===== config.mk =====
export PLATFORM = sky130hd
export DESIGN_NAME = gray_vga_scanner
export DESIGN_NICKNAME = d
export VERILOG_FILES = /design/src/rtl/gvs_pkg.sv /design/src/rtl/gvs_pixel_tick.sv /design/src/rtl/gvs_raster.sv /design/src/rtl/gvs_window.sv /design/src/rtl/gray_vga_scanner.sv
export SDC_FILE = /design/constraint.sdc
export NUM_CORES = 1
export LEC_CHECK = 0
export BUFFER_PORTS_ARGS = -buffer_cell sky130_fd_sc_hd__buf_4
export CORE_MARGIN = 4
export CORE_UTILIZATION = 52
export DETAILED_ROUTE_END_ITERATION = 10
export PLACE_DENSITY = 0.86
export SLEW_MARGIN = 20
export SYNTH_ARGS = -nofsm -noshare
export SYNTH_HDL_FRONTEND = slang
export SYNTH_SLANG_ARGS = --single-unit

===== constraint.sdc =====
create_clock -name clk -period 2.9 [get_ports clk]
set_clock_uncertainty 0.1 [all_clocks]
set_input_delay 0.58 -clock clk [delete_from_list [all_inputs] [get_ports clk]]
set_output_delay 0.58 -clock clk [all_outputs]
set_load 0.02 [all_outputs]

===== src/rtl/gvs_pkg.sv =====
package gvs_pkg;

   // One registered output pixel: colour channels and active-low syncs.
   typedef struct packed {
      logic [3:0] r;
      logic [3:0] g;
      logic [3:0] b;
      logic       hs_n;
      logic       vs_n;
   } vga_px_t;

   localparam vga_px_t PX_RESET = '{r: 4'd0, g: 4'd0, b: 4'd0, hs_n: 1'b1, vs_n: 1'b1};

endpackage


===== src/rtl/gvs_pixel_tick.sv =====
module gvs_pixel_tick #(
   parameter int PIX_DIV = 4
) (
   input  logic clk,
   input  logic rst_n,
   output logic tick
);
   localparam int CW = (PIX_DIV > 2) ? $clog2(PIX_DIV) : 1;
   localparam bit POW2 = (PIX_DIV & (PIX_DIV - 1)) == 0;

   initial begin
      assert (PIX_DIV >= 2) else $error("PIX_DIV must be at least 2");
   end

   logic [CW-1:0] cnt;

   generate
      if (POW2) begin : g_wrap
         // Power-of-two ratio: let the counter roll over by itself.
         always_ff @(posedge clk) begin
            if (!rst_n) cnt <= '0;
            else        cnt <= cnt + 1'b1;
         end
         assign tick = &cnt;
      end else begin : g_cmp
         localparam logic [CW-1:0] LAST = CW'(PIX_DIV - 1);
         always_ff @(posedge clk) begin
            if (!rst_n)           cnt <= '0;
            else if (cnt == LAST) cnt <= '0;
            else                  cnt <= cnt + 1'b1;
         end
         assign tick = (cnt == LAST);
      end
   endgenerate

   AST_TICK_SPACING: assert property (@(posedge clk) disable iff (!rst_n)
      tick |=> !tick);

endmodule


===== src/rtl/gvs_raster.sv =====
module gvs_raster #(
   parameter int H_VIS  = 640,
   parameter int H_FP   = 16,
   parameter int H_SYNC = 96,
   parameter int H_BP   = 48,
   parameter int V_VIS  = 480,
   parameter int V_FP   = 10,
   parameter int V_SYNC = 2,
   parameter int V_BP   = 33,
   parameter int XW     = 10,
   parameter int YW     = 10
) (
   input  logic          clk,
   input  logic          rst_n,
   input  logic          tick,
   output logic [XW-1:0] x,
   output logic [YW-1:0] y,
   output logic          visible,
   output logic          hs_act,
   output logic          vs_act
);
   localparam int H_TOTAL = H_VIS + H_FP + H_SYNC + H_BP;
   localparam int V_TOTAL = V_VIS + V_FP + V_SYNC + V_BP;
   localparam logic [XW-1:0] H_LAST = XW'(H_TOTAL - 1);
   localparam logic [YW-1:0] V_LAST = YW'(V_TOTAL - 1);
   localparam logic [XW-1:0] H_VEND = XW'(H_VIS);
   localparam logic [YW-1:0] V_VEND = YW'(V_VIS);
   localparam logic [XW-1:0] HS_BEG = XW'(H_VIS + H_FP);
   localparam logic [XW-1:0] HS_END = XW'(H_VIS + H_FP + H_SYNC);
   localparam logic [YW-1:0] VS_BEG = YW'(V_VIS + V_FP);
   localparam logic [YW-1:0] VS_END = YW'(V_VIS + V_FP + V_SYNC);

   initial begin
      assert (H_TOTAL <= (1 << XW)) else $error("XW too narrow for line length");
      assert (V_TOTAL <= (1 << YW)) else $error("YW too narrow for frame height");
      assert (H_SYNC > 0 && V_SYNC > 0) else $error("sync widths must be non-zero");
   end

   always_ff @(posedge clk) begin
      if (!rst_n) begin
         x <= '0;
         y <= '0;
      end else if (tick) begin
         if (x == H_LAST) begin
            x <= '0;
            y <= (y == V_LAST) ? '0 : y + 1'b1;
         end else begin
            x <= x + 1'b1;
         end
      end
   end

   assign visible = (x < H_VEND) && (y < V_VEND);
   assign hs_act  = (x >= HS_BEG) && (x < HS_END);
   assign vs_act  = (y >= VS_BEG) && (y < VS_END);

   AST_HCNT_RANGE: assert property (@(posedge clk) disable iff (!rst_n)
      x <= H_LAST);
   AST_VCNT_RANGE: assert property (@(posedge clk) disable iff (!rst_n)
      y <= V_LAST);
   AST_COUNT_HOLD: assert property (@(posedge clk) disable iff (!rst_n)
      !tick |=> $stable(x) && $stable(y));

endmodule


===== src/rtl/gvs_window.sv =====
module gvs_window #(
   parameter int XW       = 10,
   parameter int YW       = 10,
   parameter int WIN_LOG2 = 8,
   parameter int WIN_X0   = 0,
   parameter int WIN_Y0   = 0
) (
   input  logic                  clk,
   input  logic                  rst_n,
   input  logic [XW-1:0]         x,
   input  logic [YW-1:0]         y,
   input  logic                  visible,
   output logic                  in_win,
   output logic [2*WIN_LOG2-1:0] addr
);
   localparam int WSIZE = 1 << WIN_LOG2;
   localparam logic [XW-1:0] OX = XW'(WIN_X0);
   localparam logic [YW-1:0] OY = YW'(WIN_Y0);
   localparam logic [XW-1:0] SX = XW'(WSIZE);
   localparam logic [YW-1:0] SY = YW'(WSIZE);

   initial begin
      assert (WIN_LOG2 >= 1 && WIN_LOG2 < XW && WIN_LOG2 < YW)
         else $error("window size does not fit the counters");
      assert (WIN_X0 + WSIZE < (1 << XW) && WIN_Y0 + WSIZE < (1 << YW))
         else $error("window offset too large");
   end

   // A coordinate left of or above the corner wraps to a large value,
   // so a single compare covers both edges of the window.
   logic [XW-1:0] dx;
   logic [YW-1:0] dy;
   assign dx = x - OX;
   assign dy = y - OY;

   assign in_win = visible && (dx < SX) && (dy < SY);
   assign addr   = in_win ? {dy[WIN_LOG2-1:0], dx[WIN_LOG2-1:0]} : '0;

   logic unused_hi;
   assign unused_hi = ^{dx[XW-1:WIN_LOG2], dy[YW-1:WIN_LOG2]};

   AST_WIN_INSIDE_VIS: assert property (@(posedge clk) disable iff (!rst_n)
      in_win |-> visible);

endmodule


===== src/rtl/gray_vga_scanner.sv =====
module gray_vga_scanner #(
   parameter int PIX_DIV  = 4,
   parameter int H_VIS    = 640,
   parameter int H_FP     = 16,
   parameter int H_SYNC   = 96,
   parameter int H_BP     = 48,
   parameter int V_VIS    = 480,
   parameter int V_FP     = 10,
   parameter int V_SYNC   = 2,
   parameter int V_BP     = 33,
   parameter int WIN_LOG2 = 8,
   parameter int WIN_X0   = 0,
   parameter int WIN_Y0   = 0,
   parameter int GRAY_W   = 8,
   parameter int COLOR_W  = 4
) (
   input  logic                  clk,
   input  logic                  rst_n,
   output logic [2*WIN_LOG2-1:0] mem_addr,
   input  logic [GRAY_W-1:0]     mem_data,
   output logic [COLOR_W-1:0]    vga_r,
   output logic [COLOR_W-1:0]    vga_g,
   output logic [COLOR_W-1:0]    vga_b,
   output logic                  hsync_n,
   output logic                  vsync_n
);
   import gvs_pkg::*;

   localparam int H_TOTAL = H_VIS + H_FP + H_SYNC + H_BP;
   localparam int V_TOTAL = V_VIS + V_FP + V_SYNC + V_BP;
   localparam int XW = $clog2(H_TOTAL);
   localparam int YW = $clog2(V_TOTAL);

   initial begin
      assert (COLOR_W == 4) else $error("pixel struct carries 4-bit channels");
      assert (GRAY_W > COLOR_W) else $error("gray width must exceed colour width");
      assert (WIN_X0 + (1 << WIN_LOG2) <= H_VIS && WIN_Y0 + (1 << WIN_LOG2) <= V_VIS)
         else $error("window must lie inside the visible area");
   end

   logic          tick;
   logic [XW-1:0] x;
   logic [YW-1:0] y;
   logic          visible, hs_act, vs_act, in_win;

   gvs_pixel_tick #(.PIX_DIV(PIX_DIV)) u_tick (
      .clk(clk), .rst_n(rst_n), .tick(tick)
   );

   gvs_raster #(
      .H_VIS(H_VIS), .H_FP(H_FP), .H_SYNC(H_SYNC), .H_BP(H_BP),
      .V_VIS(V_VIS), .V_FP(V_FP), .V_SYNC(V_SYNC), .V_BP(V_BP),
      .XW(XW), .YW(YW)
   ) u_raster (
      .clk(clk), .rst_n(rst_n), .tick(tick), .x(x), .y(y),
      .visible(visible), .hs_act(hs_act), .vs_act(vs_act)
   );

   gvs_window #(
      .XW(XW), .YW(YW), .WIN_LOG2(WIN_LOG2), .WIN_X0(WIN_X0), .WIN_Y0(WIN_Y0)
   ) u_win (
      .clk(clk), .rst_n(rst_n), .x(x), .y(y), .visible(visible),
      .in_win(in_win), .addr(mem_addr)
   );

   // Output stage: latched on the enable that ends the pixel period,
   // by which time the memory has answered the address of that period.
   logic [COLOR_W-1:0] gray_hi;
   logic               unused_lo;
   assign gray_hi   = mem_data[GRAY_W-1 -: COLOR_W];
   assign unused_lo = ^mem_data[GRAY_W-COLOR_W-1:0];

   vga_px_t px_q;
   always_ff @(posedge clk) begin
      if (!rst_n) begin
         px_q <= PX_RESET;
      end else if (tick) begin
         px_q.r    <= in_win ? gray_hi : '0;
         px_q.g    <= in_win ? gray_hi : '0;
         px_q.b    <= in_win ? gray_hi : '0;
         px_q.hs_n <= !hs_act;
         px_q.vs_n <= !vs_act;
      end
   end

   assign vga_r   = px_q.r;
   assign vga_g   = px_q.g;
   assign vga_b   = px_q.b;
   assign hsync_n = px_q.hs_n;
   assign vsync_n = px_q.vs_n;

   AST_BLANK_BLACK: assert property (@(posedge clk) disable iff (!rst_n)
      (tick && !in_win) |=> (vga_r == '0 && vga_g == '0 && vga_b == '0));
   AST_GRAY_EQUAL: assert property (@(posedge clk) disable iff (!rst_n)
      (vga_r == vga_g) && (vga_g == vga_b));
   AST_ADDR_STABLE: assert property (@(posedge clk) disable iff (!rst_n)
      !tick |=> $stable(mem_addr));
   AST_OUT_STABLE: assert property (@(posedge clk) disable iff (!rst_n)
      !tick |=> $stable(hsync_n) && $stable(vsync_n) && $stable(vga_r));

endmodule


==> results of run 1 <==
-- area by class of cell --
class,instances,area (um2)
multi-input cells,135,875
clock inverters,1,30.0
flip-flops and latches,28,561
clock buffers,3,22.5
inverters,8,30.0
fillers,264,1020
repair buffers,37,278
well taps,31,38.8
-- where the power goes --
| group | internal (W) | switching [W] | leakage [nW] |
|---|---|---|---|
| combinational | 0.0000206 | 0.0000245 | 0.460 |
| sequential | 0.000390 | 0.00000429 | 0.226 |
| clock | 0.000140 | 0.000119 | 0.0279 |
-- worst max-delay path, stage by stage, from the launching register on --
cell and delay, ps:
dfxtp_1 390, nor4_2 540, buf_4 270, and2_2 150, buf_4 130
-- cells in the final DEF (no fill, tap or decap), types with 4 or more instances in the layout --
cell type,synthesis,layout
nand4_1,7,7
nand2b_1,5,5
buf_4,10,37
ha_1,5,5
mux2i_1,4,4
and2_1,18,18
a21boi_0,5,5
a21oi_1,4,4
o21ai_0,8,8
nand3_1,14,14
xnor2_1,8,8
inv_1,8,8
nand2_1,14,14
nor2_1,12,12
dfxtp_1,28,28
-- cell families (layout without fill, tap and decap cells) --
family,Yosys count,after routing
AO/OA/AOI/OAI,20,20
flip-flops,28,28
XOR/XNOR,9,9
multiplexers,4,4
adder cells (fa/ha/maj),5,5
AND/OR/NAND/NOR,97,97
buffers and inverters,28,49
-- flip-flops by register name, indices dropped and copies added (netlist names) --
signal / cells
hsync_n: 1
u_raster.x: 10
u_raster.y: 10
u_tick.cnt: 2
vga_b: 4
vsync_n: 1
-- how the worst max path moves through the flow --
stage	depth (start not counted)	endpoint
after floorplan	5	u_raster.y[4]$_SDFFE_PN0P_
after global placement	5	u_raster.y[4]$_SDFFE_PN0P_
after detailed placement	5	u_raster.y[4]$_SDFFE_PN0P_
after CTS	4	mem_addr[2]
after global routing	4	mem_addr[1]
final	4	mem_addr[2]
-- per-layer routing --
layer	vias up	track usage [%]	share of wire (%)
met5	-	0	0
met3	0	4.44	8.9
met1	614	22.3	47
met2	55	26.1	44
li1	687	-	-
met4	0	1.89	0
-- per-stage QoR --
step           hold WS (ps)  utilization (%)  cell area (um2)  std cells  setup WS [ps]
2_1_floorplan           298                -             1610        191            842
3_3_place_gp            316             62.5             1780        239            657
3_5_place_dp            322             62.5             1780        239            623
4_1_cts                 342             64.3             1830        243            354
5_1_grt                 392             64.3             1830        243            209
6_report                333             64.3             1830        243            394
==> run_results.csv, run 1 <==
group,metric,value,unit
setup_path,worstSetupStartpointType,"register",
timing,relSlewSlack,59.3,%
yosys,synth_edf_count,0,
setup_path,reg2reg_depth,5,
yosys,synth.area.top_cells,"dfxtp_1, and2_1, buf_4",
routing,wl,3.11,mm
min_path,hold_path_depth,1,
yosys,syn_inst,191,
pwr,power_density,381,nW/um2
yosys,syn_area,1610,um2
yosys,synthAdderAreaFrac,3.90,%
floorplanning,fp-row-count,19,
floorplanning,die_w,63.6,um
cells_and_area,diodes,0,
clock_network,clk_path_buf_depth,2,
yosys,synth_top_family_by_area,"simple AND/OR/NAND/NOR gates",
setup_path,worstPathMaxFanout,14,
grt,grt_use_total,16.3,%
clock_network,cts_resized,0,
pwr,power,0.000698,W
routing,drtPass1Iterations,6,
routing,drcViolationCount,0,
floorplanning,top_level_ports,40,
clock_network,clkTransAtPathRegs,150,ps
yosys,synth_seq_cells,28,
floorplanning,core,2850,um2
yosys,synthFlopType,"dfxtp_1",
setup_path,crit_arrival,1830,ps
grt,antenna_found_initial,0,
timing,worst_pin_slew,605,ps
setup_path,critPathKind,"reg -> out",
yosys,synth_xor_area_share,4.91,%
min_path,min_to,"u_tick.cnt[0]$_SDFF_PN0_",
cells_and_area,syn_to_final_growth,14.3,%
timing,hold_viol,0,
yosys,synth_most_common_cell,"dfxtp_1",
routing,wl_per_cell,12.8,um
timing,fmax,399,MHz
placement,hpwlAfterDp,2.28,mm
yosys,yosysTopAreaCellShare,34.9,%
setup_path,rrSetupSlack,610,ps
placement,gp_congestion,0.795,
yosys,synth_top_cell_by_area,"dfxtp_1",
routing,first_iter_violations,71,
grt,overflow,0,
timing,rsz0062_at_grt,"false",
pwr,leakage,0.714,nW
timing,period_share,86.4,%
min_path,hp-start,"u_tick.cnt[0]$_SDFF_PN0_",
clock_network,cts_sinks,28,
timing,slew_violations,0,
setup_path,cp-end-kind,"primary output",
setup_path,crit_required,2220,ps
yosys,syn-mean-instance-area,8.40,um2
yosys,yosysUniqueCellTypes,43,
grt,grt_pass1_wl,5.55,mm
yosys,synthArstFlopShare,0,%
pwr,peakVddDrop,0.397,mV
floorplanning,die_y,63.6,um
routing,vias,1356,
timing,min_period,2510,ps
routing,viasPerCell,5.58,
clock_network,ctsRootBufferMaster,"clkbuf_4",
timing,tns,0,ps
clock_network,post-cts-setup-buffer-count,0,
run,cap_violations,0,
floorplanning,start_util,56.3,%
floorplanning,dieArea,4040,um2
yosys,synth_seq_area_share,34.9,%
grt,grt_max_degree,22,
min_path,hp-class,"reg -> reg",
setup_path,crit-reg2reg-launch,"u_raster.x[0]$_SDFFE_PN0P_",
placement,io_buffers,35,
setup_path,r2r_end,"u_raster.y[4]$_SDFFE_PN0P_",
routing,antenna_left,0,
clock_network,cts_tree,"done",
cells_and_area,final_net_count,228,
cells_and_area,drive_gt1_share,21.7,%
yosys,yosysWarnings,0,
yosys,synth_nets,206,
yosys,synthTopCellsByCount,"dfxtp_1, and2_1, nand2_1, nand3_1, nor2_1",
timing,setup_viol,0,
clock_network,htree_levels,1,
setup_path,worstSetupStartpoint,"u_raster.x[8]$_SDFFE_PN0P_",
grt,grt_pass1_vias,1187,
clock_network,cts_hold_buf,0,
yosys,synth_simple_gate_area_share,35.5,%
clock_network,clkLatencyLatePin,340,ps
yosys,synth_compound_area_share,7.33,%
status,status,"finished clean",
yosys,synthMuxAreaShare,2.49,%
clock_network,cts_buffers,3,
No activity file was read; power rests on OpenSTA's default activity.
==> run 2: changes to the inputs <==
Settings changed: PLACE_DENSITY 0.86 to 0.76.
==> run 2 against run 1 <==
Net effect: first-iteration DRC count is 32% lower; sequential power hardly changed; largest power group unchanged; critical path depth is 1 higher; global-route usage is 0.14 points higher; final cell count is 0.41% higher; register-to-register slack worse by 70 ps; highest routed layer is now met4.
==> run_results.csv, run 2 (synthesis gave the netlist of run 1 again) <==
group,metric,value,unit
routing,met1_length,1.55,mm
routing,antenna_left,0,
floorplanning,dieArea,4040,um2
routing,viasPerCell,5.55,
pwr,peakVddDrop,0.199,mV
placement,io_buffers,35,
setup_path,cp_num_cells,5,
grt,grt_use_total,16.4,%
timing,relSlewSlack,55.1,%
clock_network,htree_levels,1,
placement,gp_congestion,0.818,
clock_network,cts_hold_buf,0,
grt,grt_max_degree,22,
grt,grt_pass1_vias,1257,
cells_and_area,final_net_count,229,
cells_and_area,nFillCells,260,
timing,fmax,424,MHz
routing,wl_met3,213,um
placement,place_area,1790,um2
floorplanning,core,2850,um2
setup_path,crit_required,3060,ps
routing,drtPass1Iterations,4,
floorplanning,top_level_ports,40,
floorplanning,die_w,63.6,um
status,status,"finished clean",
cells_and_area,final_area,1830,um2
cells_and_area,layout_common_cells,"buf_4, dfxtp_1, and2_1, nand2_1, nand3_1",
pwr,leakage,0.712,nW
timing,period_share,81.3,%
routing,dr_wl_met2,1.55,mm
routing,vias,1353,
setup_path,crit_chain,"ha_1 > nand4_2 > or4_4 > or4b_1 > a21boi_1",
timing,rsz0062_at_grt,"false",
grt,grt_pass1_wl,5.48,mm
setup_path,worstPathMaxFanout,11,
clock_network,clk_path_buf_depth,2,
run,cap_violations,0,
setup_path,reg2reg_depth,5,
routing,drcViolationCount,0,
timing,hold_slack,337,ps
floorplanning,die_y,63.6,um
cells_and_area,syn_to_final_growth,13.7,%
routing,first_iter_violations,48,
clock_network,ctsRootBufferMaster,"clkbuf_4",
floorplanning,start_util,56.3,%
routing,wl,3.33,mm
clock_network,clkLatencyLatePin,320,ps
clock_network,clkTransAtPathRegs,150,ps
clock_network,cts_sinks,28,
placement,hpwlAfterDp,2.46,mm
timing,setup_viol,0,
timing,slew_violations,0,
routing,wl_per_cell,13.6,um
routing,highest_layer,"met4",
grt,antenna_found_initial,0,
floorplanning,fp-row-count,19,
clock_network,cts_resized,0,
setup_path,crit_buf_inv,0,
setup_path,worstSetupStartpointType,"register",
cells_and_area,drive_gt1_share,22.1,%
setup_path,crit_arrival,2520,ps
placement,dp_cells,240,
timing,hold_viol,0,
cells_and_area,final_cell_count_no_fill,244,
clock_network,post-cts-setup-buffer-count,0,
timing,tns,0,ps
pwr,power,0.000629,W
setup_path,slowest_stage,"or4_4",
setup_path,cpPeakStageDelay,620,ps
cells_and_area,diodes,0,
setup_path,cp-end-kind,"register",
clock_network,cts_tree,"done",
setup_path,cpLargestDelayFamily,"simple AND/OR/NAND/NOR gates",
min_path,hp-class,"reg -> reg",
grt,overflow,0,
pwr,power_density,345,nW/um2
setup_path,critPathKind,"reg -> reg",
timing,min_period,2360,ps
min_path,hold_path_depth,1,
timing,worst_pin_slew,668,ps
clock_network,cts_buffers,3,
cells_and_area,final_common_cell,"buf_4",
run 2: cell types whose count changed in the layout (fill, tap and decap cells not counted):
cell,change
clkbuf_8,+1
buf_4,+1
bufinv_16,-1
run 2: worst register-to-register path, stage by stage, from the launching register on:
cell and delay (ps):
dfxtp_1 470, ha_1 250, nand4_2 190, or4_4 620, or4b_1 520, a21boi_1 150
run 2: power breakdown:
group	internal, W	leakage, nW	switching [W]
registers	0.000390	0.226	0.00000474
logic	0.0000206	0.464	0.0000243
clock network	0.0000768	0.0210	0.000113
total	0.000488	0.712	0.000142
run 2: layer usage:
layer	up-vias	track usage (%)
met2	37	28.2
met1	624	20.3
met5	-	0
li1	690	-
met3	2	3.55
met4	0	5.12
run 2: area by class of cell:
| type | instances | area (um2) | share of cell area (%) |
|---|---|---|---|
| flip-flops and latches | 28 | 561 | 30.7 |
| inverters | 8 | 30.0 | 1.64 |
| clock buffers | 4 | 36.3 | 1.99 |
| repair buffers | 38 | 285 | 15.6 |
| multi-input cells | 135 | 875 | 47.9 |
| well taps | 31 | 38.8 | 2.12 |
run 2: path summary, 6_finish.rpt:
kind                              start                          to  slack (ps)
max          u_raster.x[0]$_SDFFE_PN0P_  u_raster.y[4]$_SDFFE_PN0P_         540
max reg2reg  u_raster.x[0]$_SDFFE_PN0P_  u_raster.y[4]$_SDFFE_PN0P_         540
min            u_tick.cnt[0]$_SDFF_PN0_    u_tick.cnt[0]$_SDFF_PN0_         340
min reg2reg    u_tick.cnt[0]$_SDFF_PN0_    u_tick.cnt[0]$_SDFF_PN0_         340
run 2: stage by stage:
stage / setup WS (ps) / util, %
floorplan: 842 / -
global placement: 652 / 62.7
detailed placement: 611 / 62.7
CTS: 588 / 64.0
global route: 468 / 64.0
finish: 542 / 64.0
==> run 3: changes to the inputs <==
Clock period 2.9 ns to 2.4 ns, I/O delays scaled along.
==> run 3 against run 2 <==
Net effect: first-iteration DRC count fell by 54%; critical path type unchanged; via count rose by 2.4%; final cell count rose by 2.0%; highest routed layer unchanged; largest cell class unchanged.
==> run_results.csv, run 3 (synthesis gave the netlist of run 1 again) <==
group,metric,value,unit
cells_and_area,drive_gt1_share,23.9,%
cells_and_area,final_net_count,234,
floorplanning,die_y,63.6,um
setup_path,cp-end-kind,"register",
routing,drcViolationCount,0,
placement,hpwlAfterDp,2.49,mm
cells_and_area,final_area,1880,um2
timing,hold_viol,0,
setup_path,critPathKind,"reg -> reg",
floorplanning,top_level_ports,40,
clock_network,post-cts-setup-buffer-count,0,
floorplanning,dieArea,4040,um2
clock_network,ctsRootBufferMaster,"clkbuf_4",
cells_and_area,seq_area,561,um2
grt,grt_pass1_vias,1302,
routing,wl_per_cell,13.5,um
setup_path,slowest_stage,"or4_4",
setup_path,crit_chain,"ha_1 > nand4_2 > or4_4 > or4b_1 > a21boi_1",
pwr,power_density,450,nW/um2
timing,setup_viol,0,
clock_network,htree_levels,1,
run,cap_violations,0,
timing,hold_slack,305,ps
clock_network,clk_path_buf_depth,2,
status,status,"finished clean",
min_path,hp-class,"in -> reg",
clock_network,cts_tree,"done",
clock_network,cts_buffers,3,
setup_path,cpPeakStageDelay,600,ps
timing,period_share,94.5,%
routing,wl,3.37,mm
placement,dp_worst_setup_slack,189,ps
floorplanning,fp-row-count,19,
setup_path,worstPathMaxFanout,11,
pwr,leakage,0.745,nW
floorplanning,start_util,56.3,%
cells_and_area,multi_input_area,875,um2
cells_and_area,final_common_cell,"buf_4",
cells_and_area,nFillCells,256,
setup_path,crit_arrival,2440,ps
floorplanning,core,2850,um2
timing,min_period,2270,ps
pwr,p_sw_share,21.1,%
timing,tns,0,ps
timing,slew_violations,0,
setup_path,crit_required,2570,ps
setup_path,worstSetupStartpointType,"register",
clock_network,clkTransAtPathRegs,160,ps
timing,worst_pin_slew,428,ps
routing,first_iter_violations,22,
pwr,p_seq_share,56.3,%
routing,vias,1385,
grt,overflow,0,
placement,gp_congestion,0.820,
timing,fmax,441,MHz
grt,grt_use_total,17.1,%
timing,rsz0062_at_grt,"false",
clock_network,cts_sinks,28,
pwr,power_switching,0.000178,W
routing,antenna_left,0,
clock_network,cts_hold_buf,0,
floorplanning,die_w,63.6,um
grt,grt_pass1_wl,5.70,mm
routing,drtPass1Iterations,5,
pwr,peakVddDrop,0.294,mV
cells_and_area,syn_to_final_growth,17.1,%
grt,grt_max_degree,22,
routing,viasPerCell,5.56,
pwr,internal_power,0.000667,W
pwr,pwr-share-clk,37.0,%
placement,place_area,1830,um2
cells_and_area,diodes,0,
setup_path,cpLargestDelayFamily,"simple AND/OR/NAND/NOR gates",
timing,relSlewSlack,71.2,%
grt,antenna_found_initial,0,
setup_path,crit_buf_inv,0,
timing,setup_slack,132,ps
clock_network,cts_resized,0,
pwr,pwr-share-comb,6.7,%
cells_and_area,layout_common_cells,"buf_4, dfxtp_1, and2_1, nand2_1, nand3_1",
placement,io_buffers,35,
clock_network,clkLatencyLatePin,340,ps
run 3: layout make-up:
cell class | count | area share, %
inverters | 8 | 1.60
flip-flops and latches | 28 | 29.8
repair buffers | 43 | 17.2
clock buffers | 3 | 1.20
well taps | 31 | 2.06
clock inverters | 1 | 1.60
multi-input cells | 135 | 46.5
run 3: worst register-to-register path, cell delays in order, from the launching register on:
cell      delay [ps]
dfxtp_1          440
ha_1             240
nand4_2          140
or4_4            600
or4b_1           530
a21boi_1         150
run 3: per-layer routing:
| layer | vias to the layer above | part of all wire [%] | global-route usage [%] |
|---|---|---|---|
| met2 | 54 | 46 | 29.7 |
| met1 | 624 | 44 | 20.8 |
| met4 | 0 | 1.2 | 5.39 |
| li1 | 703 | - | - |
| met3 | 4 | 8.6 | 3.91 |
| met5 | - | 0 | 0 |
run 3: through the flow:
| stage | std cells | power (W) | utilization, % |
|---|---|---|---|
| 2_1_floorplan | 191 | 0.000526 | - |
| 3_3_place_gp | 245 | 0.000542 | 64.0 |
| 3_5_place_dp | 245 | 0.000544 | 64.0 |
| 4_1_cts | 249 | 0.000856 | 65.9 |
| 5_1_grt | 249 | 0.000873 | 65.9 |
| 6_report | 249 | 0.000845 | 65.9 |
run 3: power groups by stage:
stage | Combinational, W | Clock, W | Sequential, W
floorplan | 0.0000371 | 0 | 0.000489
global placement | 0.0000563 | 0 | 0.000485
detailed placement | 0.0000576 | 0 | 0.000486
CTS | 0.0000578 | 0.000322 | 0.000476
global route | 0.0000617 | 0.000335 | 0.000477
finish | 0.0000565 | 0.000313 | 0.000476
run 3: worst paths after layout:
path	from	to	slack, ps	depth (start not counted)
worst max register to register	u_raster.x[1]$_SDFFE_PN0P_	u_raster.y[4]$_SDFFE_PN0P_	130	5
worst min-delay path	rst_n	hsync_n$_SDFFE_PN1P_	300	2
worst min register to register	u_tick.cnt[0]$_SDFF_PN0_	u_tick.cnt[0]$_SDFF_PN0_	330	1
worst max-delay path	u_raster.x[1]$_SDFFE_PN0P_	u_raster.y[4]$_SDFFE_PN0P_	130	5
